### src/rtl/sport_pkg.sv
`timescale 1ns/1ps
package sport_pkg;
  localparam int BIT_UART = 0;
  localparam int BIT_MP   = 1;
  localparam int BIT_REN  = 2;
  localparam int BIT_TB8  = 3;
  localparam int BIT_RB8  = 4;
  localparam int BIT_TI   = 5;
  localparam int BIT_RI   = 6;
  localparam int BIT_DBL  = 7;

  localparam logic ADDR_CTRL = 1'b0;
  localparam logic ADDR_DATA = 1'b1;

  // Baud ticks per asynchronous bit.
  function automatic int unsigned bit_period(input logic dbl, input int unsigned fast);
    return dbl ? fast : 2 * fast;
  endfunction

  // Decide whether a finished asynchronous frame may be stored.
  function automatic logic rx_accept(input logic ri, input logic mp, input logic stop);
    return !ri && (!mp || stop);
  endfunction
endpackage

### src/rtl/sport_shift.sv
`timescale 1ns/1ps
module sport_shift #(
  parameter int DW  = 8,
  parameter int DIV = 12
) (
  input  logic          clk,
  input  logic          rst_n,
  input  logic          start_tx,
  input  logic [DW-1:0] tx_data,
  input  logic          start_rx,
  input  logic          rxd_i,
  output logic          busy,
  output logic          rxd_o,
  output logic          rxd_oe,
  output logic          sclk_o,
  output logic          tx_done,
  output logic          rx_done,
  output logic [DW-1:0] rx_data
);
  localparam int PW = $clog2(DIV);
  localparam int BW = (DW > 1) ? $clog2(DW) : 1;

  logic          dir_tx;
  logic [PW-1:0] ph;
  logic [BW-1:0] bc;
  logic [DW-1:0] sr;

  always_ff @(posedge clk or negedge rst_n) begin
    if (!rst_n) begin
      busy <= 1'b0; dir_tx <= 1'b0; ph <= '0; bc <= '0; sr <= '0;
      tx_done <= 1'b0; rx_done <= 1'b0;
    end else begin
      tx_done <= 1'b0;
      rx_done <= 1'b0;
      if (!busy) begin
        if (start_tx) begin
          busy <= 1'b1; dir_tx <= 1'b1; sr <= tx_data; ph <= '0; bc <= '0;
        end else if (start_rx) begin
          busy <= 1'b1; dir_tx <= 1'b0; ph <= '0; bc <= '0;
        end
      end else begin
        if (!dir_tx && ph == PW'(DIV / 2)) sr <= {rxd_i, sr[DW-1:1]};
        if (ph == PW'(DIV - 1)) begin
          ph <= '0;
          if (dir_tx) sr <= {1'b1, sr[DW-1:1]};
          if (bc == BW'(DW - 1)) begin
            busy    <= 1'b0;
            tx_done <= dir_tx;
            rx_done <= !dir_tx;
          end else begin
            bc <= bc + 1'b1;
          end
        end else begin
          ph <= ph + 1'b1;
        end
      end
    end
  end

  assign sclk_o  = !busy || (ph >= PW'(DIV / 2));
  assign rxd_oe  = busy && dir_tx;
  assign rxd_o   = rxd_oe ? sr[0] : 1'b1;
  assign rx_data = sr;
endmodule

### src/rtl/sport_uart_tx.sv
`timescale 1ns/1ps
module sport_uart_tx #(
  parameter int DW = 8,
  parameter int TW = 6
) (
  input  logic          clk,
  input  logic          rst_n,
  input  logic          start,
  input  logic [DW-1:0] data,
  input  logic          tick,
  input  logic [TW-1:0] period,
  output logic          busy,
  output logic          txd,
  output logic          done
);
  localparam int FW = $clog2(DW + 2);

  logic [DW+1:0] fr;
  logic [FW-1:0] n;
  logic [TW-1:0] tc;

  always_ff @(posedge clk or negedge rst_n) begin
    if (!rst_n) begin
      busy <= 1'b0; fr <= '1; n <= '0; tc <= '0; done <= 1'b0;
    end else begin
      done <= 1'b0;
      if (start) begin
        busy <= 1'b1; fr <= {1'b1, data, 1'b0}; n <= '0; tc <= '0;
      end else if (busy && tick) begin
        if (tc == period - 1'b1) begin
          tc <= '0;
          fr <= {1'b1, fr[DW+1:1]};
          if (n == FW'(DW + 1)) begin
            busy <= 1'b0;
            done <= 1'b1;
          end else begin
            n <= n + 1'b1;
          end
        end else begin
          tc <= tc + 1'b1;
        end
      end
    end
  end

  assign txd = busy ? fr[0] : 1'b1;
endmodule

### src/rtl/sport_uart_rx.sv
`timescale 1ns/1ps
module sport_uart_rx #(
  parameter int DW = 8,
  parameter int TW = 6
) (
  input  logic          clk,
  input  logic          rst_n,
  input  logic          en,
  input  logic          tick,
  input  logic [TW-1:0] period,
  input  logic          rxd_i,
  output logic          done,
  output logic [DW-1:0] data,
  output logic          stop
);
  localparam int NW = (DW > 1) ? $clog2(DW) : 1;
  typedef enum logic [1:0] {S_IDLE, S_START, S_DATA, S_STOP} rx_state_t;

  rx_state_t     st;
  logic          s1, s2, s3;
  logic [TW-1:0] tc;
  logic [NW-1:0] n;
  logic [TW-1:0] half;
  logic          fall;

  assign half = period >> 1;
  assign fall = s3 && !s2;

  always_ff @(posedge clk or negedge rst_n) begin
    if (!rst_n) begin
      s1 <= 1'b1; s2 <= 1'b1; s3 <= 1'b1;
      st <= S_IDLE; tc <= '0; n <= '0; data <= '0; stop <= 1'b0; done <= 1'b0;
    end else begin
      s1 <= rxd_i; s2 <= s1; s3 <= s2;
      done <= 1'b0;
      if (!en) begin
        st <= S_IDLE;
      end else begin
        unique case (st)
          S_IDLE: if (fall) begin st <= S_START; tc <= '0; end
          S_START: if (tick) begin
            if (tc == half - 1'b1) begin
              tc <= '0; n <= '0;
              st <= s2 ? S_IDLE : S_DATA;
            end else tc <= tc + 1'b1;
          end
          S_DATA: if (tick) begin
            if (tc == period - 1'b1) begin
              tc   <= '0;
              data <= {s2, data[DW-1:1]};
              if (n == NW'(DW - 1)) st <= S_STOP;
              else n <= n + 1'b1;
            end else tc <= tc + 1'b1;
          end
          S_STOP: if (tick) begin
            if (tc == period - 1'b1) begin
              stop <= s2; done <= 1'b1; st <= S_IDLE; tc <= '0;
            end else tc <= tc + 1'b1;
          end
          default: st <= S_IDLE;
        endcase
      end
    end
  end
endmodule

### src/rtl/duplex_serial_port.sv
`timescale 1ns/1ps
module duplex_serial_port #(
  parameter int DW         = 8,
  parameter int FAST_TICKS = 16,
  parameter int SHIFT_DIV  = 12
) (
  input  logic          clk,
  input  logic          rst_n,
  input  logic          wr_en,
  input  logic          addr,
  input  logic [DW-1:0] wdata,
  output logic [DW-1:0] rdata,
  input  logic          baud_tick,
  input  logic          rxd_i,
  output logic          rxd_o,
  output logic          rxd_oe,
  output logic          txd_o
);
  import sport_pkg::*;
  localparam int TW = $clog2(2 * FAST_TICKS) + 1;

  logic r_uart, r_mp, r_ren, r_tb8, r_rb8, r_ti, r_ri, r_dbl;
  logic [DW-1:0] rx_buf;
  logic [TW-1:0] period;

  logic wr_ctrl, wr_data;
  logic shift_busy, shift_tx_done, shift_rx_done, sclk, shift_start_rx;
  logic [DW-1:0] shift_rx_data;
  logic utx_busy, utx_txd, utx_done;
  logic ur_done, ur_stop;
  logic [DW-1:0] ur_data;
  logic rx_load_shift, rx_load_uart, rx_load, tx_done_any;
  logic [7:0] ctrl_byte;

  assign wr_ctrl = wr_en && (addr == ADDR_CTRL);
  assign wr_data = wr_en && (addr == ADDR_DATA);
  assign period  = TW'(bit_period(r_dbl, FAST_TICKS));

  assign shift_start_rx = !r_uart && r_ren && !r_ri && !wr_data && !shift_rx_done;

  sport_shift #(.DW(DW), .DIV(SHIFT_DIV)) u_shift (
    .clk(clk), .rst_n(rst_n),
    .start_tx(wr_data && !r_uart), .tx_data(wdata),
    .start_rx(shift_start_rx), .rxd_i(rxd_i),
    .busy(shift_busy), .rxd_o(rxd_o), .rxd_oe(rxd_oe), .sclk_o(sclk),
    .tx_done(shift_tx_done), .rx_done(shift_rx_done), .rx_data(shift_rx_data)
  );

  sport_uart_tx #(.DW(DW), .TW(TW)) u_utx (
    .clk(clk), .rst_n(rst_n), .start(wr_data && r_uart), .data(wdata),
    .tick(baud_tick), .period(period),
    .busy(utx_busy), .txd(utx_txd), .done(utx_done)
  );

  sport_uart_rx #(.DW(DW), .TW(TW)) u_urx (
    .clk(clk), .rst_n(rst_n), .en(r_uart && r_ren), .tick(baud_tick),
    .period(period), .rxd_i(rxd_i),
    .done(ur_done), .data(ur_data), .stop(ur_stop)
  );

  assign rx_load_shift = shift_rx_done && !r_ri;
  assign rx_load_uart  = ur_done && rx_accept(r_ri, r_mp, ur_stop);
  assign rx_load       = rx_load_shift || rx_load_uart;
  assign tx_done_any   = shift_tx_done || utx_done;

  always_ff @(posedge clk or negedge rst_n) begin
    if (!rst_n) begin
      r_uart <= 1'b0; r_mp <= 1'b0; r_ren <= 1'b0; r_tb8 <= 1'b0;
      r_rb8 <= 1'b0; r_ti <= 1'b0; r_ri <= 1'b0; r_dbl <= 1'b0;
      rx_buf <= '0;
    end else begin
      if (wr_ctrl) begin
        r_uart <= wdata[BIT_UART];
        r_mp   <= wdata[BIT_MP];
        r_ren  <= wdata[BIT_REN];
        r_tb8  <= wdata[BIT_TB8];
        r_dbl  <= wdata[BIT_DBL];
        r_ti   <= wdata[BIT_TI] || tx_done_any;
        r_ri   <= wdata[BIT_RI] || rx_load;
      end else begin
        if (tx_done_any) r_ti <= 1'b1;
        if (rx_load)     r_ri <= 1'b1;
      end
      if (rx_load_shift) rx_buf <= shift_rx_data;
      if (rx_load_uart) begin
        rx_buf <= ur_data;
        r_rb8  <= ur_stop;
      end
    end
  end

  assign ctrl_byte = {r_dbl, r_ri, r_ti, r_rb8, r_tb8, r_ren, r_mp, r_uart};
  assign rdata     = (addr == ADDR_DATA) ? rx_buf : DW'(ctrl_byte);
  assign txd_o     = shift_busy ? sclk : utx_txd;
endmodule

### config.mk
export PLATFORM = sky130hd
export DESIGN_NAME = duplex_serial_port
export DESIGN_NICKNAME = d
export VERILOG_FILES = /design/src/rtl/sport_pkg.sv /design/src/rtl/sport_shift.sv /design/src/rtl/sport_uart_tx.sv /design/src/rtl/sport_uart_rx.sv /design/src/rtl/duplex_serial_port.sv
export SDC_FILE = /design/constraint.sdc
export NUM_CORES = 1
export LEC_CHECK = 0
export BUFFER_PORTS_ARGS = -buffer_cell sky130_fd_sc_hd__buf_4
export CORE_ASPECT_RATIO = 1.25
export CORE_MARGIN = 1
export CORE_UTILIZATION = 55
export DETAILED_ROUTE_END_ITERATION = 10
export GPL_TIMING_DRIVEN = 0
export PLACE_DENSITY = 0.73
export SLEW_MARGIN = 0
export SYNTH_ARGS = -nofsm -noshare
export SYNTH_HDL_FRONTEND = slang
export SYNTH_SLANG_ARGS = --single-unit
### constraint.sdc
create_clock -name clk -period 2.7 [get_ports clk]
set_input_delay 0.27 -clock clk [delete_from_list [all_inputs] [get_ports clk]]
set_output_delay 0.27 -clock clk [all_outputs]
set_load 0.05 [all_outputs]
# --- After elaboration in Yosys (flattened, before gate mapping) ---
# Cells that the tools add are included.
totals:
  regBits: 81
  latchBits: 0
  ramBits: 0
  mem_bits_ro: 0
  input_bits: 14
  out_inout_bits: 11
  wordCells: 205
  memories: 0
classes:
  add_sub_neg: 8
  n_mul: 0
  div: 0
  magnitude_cmp: 1
  n_eq_ne: 29
  shifts: 0
  muxes: 83
  bitwise_logic: 2
  reduce_logical: 52
ops:
  columns: ["operator", "n"]
  rows:
  - ["$mux 8", 8]
  - ["$mux 6", 9]
  - ["$mux 1", 32]
  - ["$mux 4", 8]
  - ["$mux 10", 3]
  - ["$mux 3", 10]
  - ["$ne 3x3->1 const B", 8]
  - ["$mux 2", 10]
  - ["$eq 6x6->1", 3]
  - ["$pmux 6 s3", 1]
  - ["$reduce_bool 2->1", 9]
  - ["$logic_and 1x1->1", 16]
  - ["$add 6x1->6 const B", 2]
  - ["$reduce_and 4->1", 3]
  - ["$ne 2x1->1 const B", 5]
  - ["$ne 2x2->1 const B", 5]
  - ["$reduce_and 3->1", 3]
  - ["$add 4x1->4 const B", 2]
  - ["$eq 4x4->1 const B", 2]
  - ["$logic_not 1->1", 8]
  - ["$pmux 2 s4", 1]
  - ["$reduce_and 8->1", 1]
  - ["$reduce_and 7->1", 1]
  - ["$add 3x1->3 const B", 2]
  - ["other kinds (14)", 23]

# --- Depth between registers and ports, before layout ---
depth:
  ltp_word: 8
  mapped_depth: 7
  ltp_nobuf: 6

# --- Cells and area by module ---
# A second synthesis with hierarchy kept.
hier_totals:
  hier_cells: 472
  area_unflattened_um2: 4818.4
modules_own_cells:
  columns: ["mod", "n_inst", "cells_per_inst", "area_each_um2", "seq_area_each_um2"]
  rows:
  - ["sport_uart_rx", 1, 151, 1460.2, 604.3]
  - ["sport_uart_tx", 1, 135, 1300.0, 536.8]
  - ["sport_shift", 1, 113, 1112.3, 475.5]
  - ["duplex_serial_port", 1, 73, 945.9, 400.4]

# --- Worst setup path before layout ---
# OpenSTA, ideal clock, no wires.
synth_timing:
  kind: "reg2out"
  start: "reg u_shift.busy"
  end: "out txd_o"
  t_arrival_ns: 1.670
  required_ns: 2.430
  slack_ns: 0.760
  path_stages_with_launch: 4
  n_path_buf: 2
  cell_sequence: "dfrtp_1 -> clkbuf_1 -> clkbuf_1 -> a31oi_1"
synth_between:
  elab_chain_cells: 3
synth_lines:
  columns: ["element", "line", "rtl"]
  rows:
  - ["start, declared", "sport_shift.sv:12", "output logic busy,"]
  - ["start signal, assigned", "sport_shift.sv:30", "busy <= 1'b0; dir_tx <= 1'b0; ph <= '0; bc <= '0; sr <= '0;"]
  - ["start signal, assigned", "sport_shift.sv:37", "busy <= 1'b1; dir_tx <= 1'b1; sr <= tx_data; ph <= '0; bc <= '0;"]
  - ["start signal, assigned", "sport_shift.sv:39", "busy <= 1'b1; dir_tx <= 1'b0; ph <= '0; bc <= '0;"]
  - ["$logic_not 1->1", null, null]
  - ["$logic_or 1x1->1", "sport_shift.sv:60", "assign sclk_o = !busy || (ph >= PW'(DIV / 2));"]
  - ["$mux 1 (*)", "duplex_serial_port.sv:94", "assign txd_o = shift_busy ? sclk : utx_txd;"]
  - ["end, declared", "duplex_serial_port.sv:17", "output logic txd_o"]
# Every way passes the cells marked *; elsewhere a longest branch is shown, timed or not.

# --- Final worst setup path ---
layout_timing:
  start: "reg r_uart"
  end: "reg u_shift.ph[2]"
layout_between:
  elab_chain_cells: 6
  word_cells_on_any_way: 9
  classes_between: "mux (2); reduce/logical (7)"
layout_lines:
  columns: ["element", "line", "rtl"]
  rows:
  - ["start, declared", "duplex_serial_port.sv:22", "logic r_uart, r_mp, r_ren, r_tb8, r_rb8, r_ti, r_ri, r_dbl;"]
  - ["start signal, assigned", "duplex_serial_port.sv:73", "r_uart <= wdata[BIT_UART];"]
  - ["$logic_not 1->1 (*)", "duplex_serial_port.sv:39, duplex_serial_port.sv:43", null]
  - ["$logic_and 1x1->1 (4 in a row)", "duplex_serial_port.sv:39", "assign shift_start_rx = !r_uart && r_ren && !r_ri && !wr_data && !shift_rx_done;"]
  - ["$reduce_bool 3->1 (no line)", null, null]
  - ["end signal, assigned", "sport_shift.sv:54", "ph <= ph + 1'b1;"]
  - ["end, declared", "sport_shift.sv:24", "logic [PW-1:0] ph;"]
# Marked as above.
# A chain may end at the register's enable or synchronous reset.

==> results.yml <==
global_routing:
  grt_max_degree: 81
  number_of_global_route_vias_before_repair: 3156
  globalRoute.totalOverflow: 0
  global_route.usage.total_pct: 25.3
  initial_antenna_violation_count: 0
  global_route_wire_length_before_repair_mm: 14.8
route:
  final_antenna_net_count: 0
  met2_wirelength_mm: 4.38
  met3_wire_length_um: 359
  routed_wirelength_mm: 8.65
  via_per_inst: 5.78
  drc_viols: 0
  firstDrtPassIters: 4
  detail_route.wl_per_cell_um: 16.3
  total_via_count_after_detailed_routing: 3066
  highest_layer: "met4"
  detail_route.wirelength.met1_mm: 3.72
  initialDrtViolationCount: 250
placement:
  routabilityCongestion: 0.870
  post_dp_cell_area_um2: 4330
  placement.io_buffers: 24
  dp_hpwl_mm: 6.06
synth:
  syn_nets: 424
  syn-mean-instance-area_um2: 10.1
  synth_flop_cell: "dfrtp_1"
  synth.cell_area_um2: 4030
  edff_count_synth: 0
  post_synth_num_cell_types: 46
  synth_sequential_area_ratio_pct: 50.0
  ys_ff_latch: 80
  warnings_synthesis: 0
  synthArstFlopShare_pct: 100
  netlist_instances: 400
power_and_ir_drop:
  leakage_nw: 2.09
  worst_ir_drop_vdd_v: 0.000588
  internal_pwr_total_mw: 2.22
  p_sw_mw: 1.09
  cellPowerDensity_nw_per_um2: 728
  seq_power_share_pct: 49.2
  clkPwrFrac_pct: 28.2
  share_of_total_power_consumed_by_net_switching_pct: 33.0
  combPwrFrac_pct: 22.6
clock_network:
  cts.path.max_buffers: 2
  worst_setup_hold_path_clk_slew_ns: 0.09
  clock-sinks: 80
  postCtsSetupRepairBufs: 0
  clock_tree_from_tritoncts: "built"
  cts_hold_buf: 0
  post_cts.resized_instances: 0
  ctsRootBufferMaster: "clkbuf_8"
  clk-insertion-delay-late_ns: 0.36
  cts_htree_levels: 3
  cts_inserted_buffers: 9
sta:
  max_clock_freq_mhz: 446
  finalSetupTns_ns: 0
  worst_slew_margin_rel_pct: 31.2
  final_min_period_over_clock_period_pct: 83.1
  tightest_slew_ns: 1.03
  hold_violations: 0
  report.final.setup_viol: 0
  finalWorstPathRequiredPeriod_ns: 2.24
  slew_viol_final: 0
  clock_skew_ns: 0.0148
  grt_setup_unrepaired: "false"
setup_path:
  crit_path_frequent_cell: "o21ai_0"
  worstSetupPathType: "flop to flop"
  cp_data_arrival_time_ns: 2.52
  element_type_at_the_critical_path_start: "flop"
  required_ns: 2.98
  crit_slowest_cell: "a211oi_1"
  crit_fanout: 10
  crit_path_max_incr_delay_ns: 0.88
  critical_path.endpoint_type: "flop"
  crit_chain: "buf_2, and3b_1, clkbuf_1, a211oi_1, o21ai_0, o21ai_0"
run_status:
  run_status: "completed"
floorplan:
  standard_cell_core_area_um2: 7020
  std_cell_rows: 34
  die_h_um: 97.8
  floorplan.initialDensity_pct: 57.5
  die-area_um2: 7680
  top_level_ports: 25
  die_width_um: 78.6
final_layout:
  finish.instance_area_um2: 4540
  num-nets-final: 459
  fill_cells: 572
  area.growth.synth_to_final_pct: 12.6
  post_route_cells_drive_above_1_share_pct: 22.3
  antenna_cells_inserted: 0
worst_hold_path:
  worstHoldPathType: "input port to async pin"
run:
  drv.max_cap_violation_count: 0
-- cells in the mapped netlist (5+ instances only) --
| cell type | n | area [um^2] |
|---|---|---|
| mux2_2 | 40 | 450 |
| mux2i_1 | 5 | 50.1 |
| clkbuf_1 | 12 | 45.0 |
| dfrtp_1 | 68 | 1700 |
| nand2b_1 | 7 | 43.8 |
| or3_1 | 5 | 31.3 |
| o21ai_0 | 25 | 125 |
| a21oi_1 | 16 | 80.1 |
| inv_1 | 9 | 33.8 |
| xnor2_1 | 5 | 43.8 |
| ha_1 | 10 | 125 |
| nor2_1 | 33 | 124 |
| nand3_1 | 9 | 45.0 |
| a31oi_1 | 13 | 81.3 |
| nand2_1 | 68 | 255 |
| and3_1 | 8 | 50.1 |
| dfstp_2 | 12 | 315 |
-- cells by family after synthesis --
kind of cell               synth area share [%]
AOI/OAI and AO/OA                          11.4
xor gates and xnor gates                   1.95
buffers and inverters                      2.30
adders and majority gates                  3.10
muxes                                      12.4
and+or+nand+nor                            18.8
DFF                                        50.0
-- path summary, 6_finish.rpt --
kind | slack [ns] | cells past startpoint | endpoint | startpoint
worst max-delay path | 0.46 | 6 | u_shift.ph[2] | r_uart
worst min-delay path | 0.05 | 1 | u_urx.tc[0] | rst_n
worst max register to register | 0.46 | 6 | u_shift.ph[2] | r_uart
worst min register to register | 0.36 | 0 | u_urx.s2 | u_urx.s1
max in group asynchronous | 2.00 | 1 | u_utx.tc[3] | rst_n
min in group clk | 0.05 | 1 | u_urx.s1 | rxd_i
-- through the flow --
stage / std cells / util (%) / hold WS [ns] / total power, mW / setup WS (ns)
4_1_cts: 530 / 64.7 / 0.0387 / 3.33 / 0.435
6_report: 530 / 64.7 / 0.0476 / 3.31 / 0.457
3_5_place_dp: 514 / 61.6 / 0.359 / 2.39 / 0.506
3_3_place_gp: 514 / 61.6 / 0.346 / 2.34 / 0.588
5_1_grt: 530 / 64.7 / 0.0343 / 3.50 / 0.305
2_1_floorplan: 400 / - / -0.0256 / 2.14 / 0.760
-- sequential cells by signal, summed over array words and instances, names as in the netlist, 2 cells and up --
register and count:
u_utx.fr 9, rx_buf 8, u_shift.rx_data 8, u_urx.data 8, u_urx.tc 6, u_utx.tc 6, u_shift.ph 4, u_utx.n 4
u_shift.bc 3, u_urx.n 3, u_urx.st 2
-- power groups by stage --
| stage | Clock (mW) | Sequential (mW) | Combinational (mW) |
|---|---|---|---|
| global placement | 0 | 1.64 | 0.707 |
| global route | 0.998 | 1.66 | 0.842 |
| detailed placement | 0 | 1.65 | 0.741 |
| CTS | 0.948 | 1.62 | 0.752 |
| floorplan | 0 | 1.59 | 0.549 |
| finish | 0.932 | 1.63 | 0.747 |
-- layout by cell type (no fill, tap or decap), types with 4 or more instances in the layout --
| cell | n |
|---|---|
| a21o_1 | 4 |
| a21oi_1 | 16 |
| a31oi_1 | 13 |
| and3_1 | 8 |
| buf_4 | 24 |
| clkbuf_1 | 12 |
| clkbuf_8 | 11 |
| dfrtp_1 | 68 |
| dfstp_2 | 12 |
| ha_1 | 10 |
| inv_1 | 9 |
| mux2_2 | 40 |
| mux2i_1 | 5 |
| nand2_1 | 68 |
| nand2b_1 | 7 |
| nand3_1 | 9 |
| nor2_1 | 33 |
| o211ai_1 | 4 |
| o21ai_0 | 25 |
| or3_1 | 5 |
| xnor2_1 | 5 |
| xor2_1 | 4 |
-- critical path, delay by kind of cell (launching register included) --
kind	cells	cell delay (ns)
AO/OA/AOI/OAI	3	1.23
buffers and inverters	2	0.40
flip-flops	1	0.33
AND/OR/NAND/NOR	1	0.20
-- per-layer routing --
layer | vias to the layer above | GRT usage (%)
li1 | 1481 | -
met4 | 0 | 10.5
met1 | 1499 | 32.0
met2 | 70 | 42.4
met5 | - | 0
met3 | 16 | 4.49
-- cell type report --
| class | instances | area [um^2] | share of cell area, % |
|---|---|---|---|
| sequential | 80 | 2020 | 44.4 |
| multi-input combinational | 296 | 1920 | 42.4 |
| timing repair buffer | 24 | 180 | 3.97 |
| clock buffer | 11 | 151 | 3.33 |
| tap | 90 | 113 | 2.48 |
| clock inverter | 5 | 62.6 | 1.38 |
| buffer | 15 | 58.8 | 1.30 |
| inverter | 9 | 33.8 | 0.744 |
(Power assumes the default switching activity.)
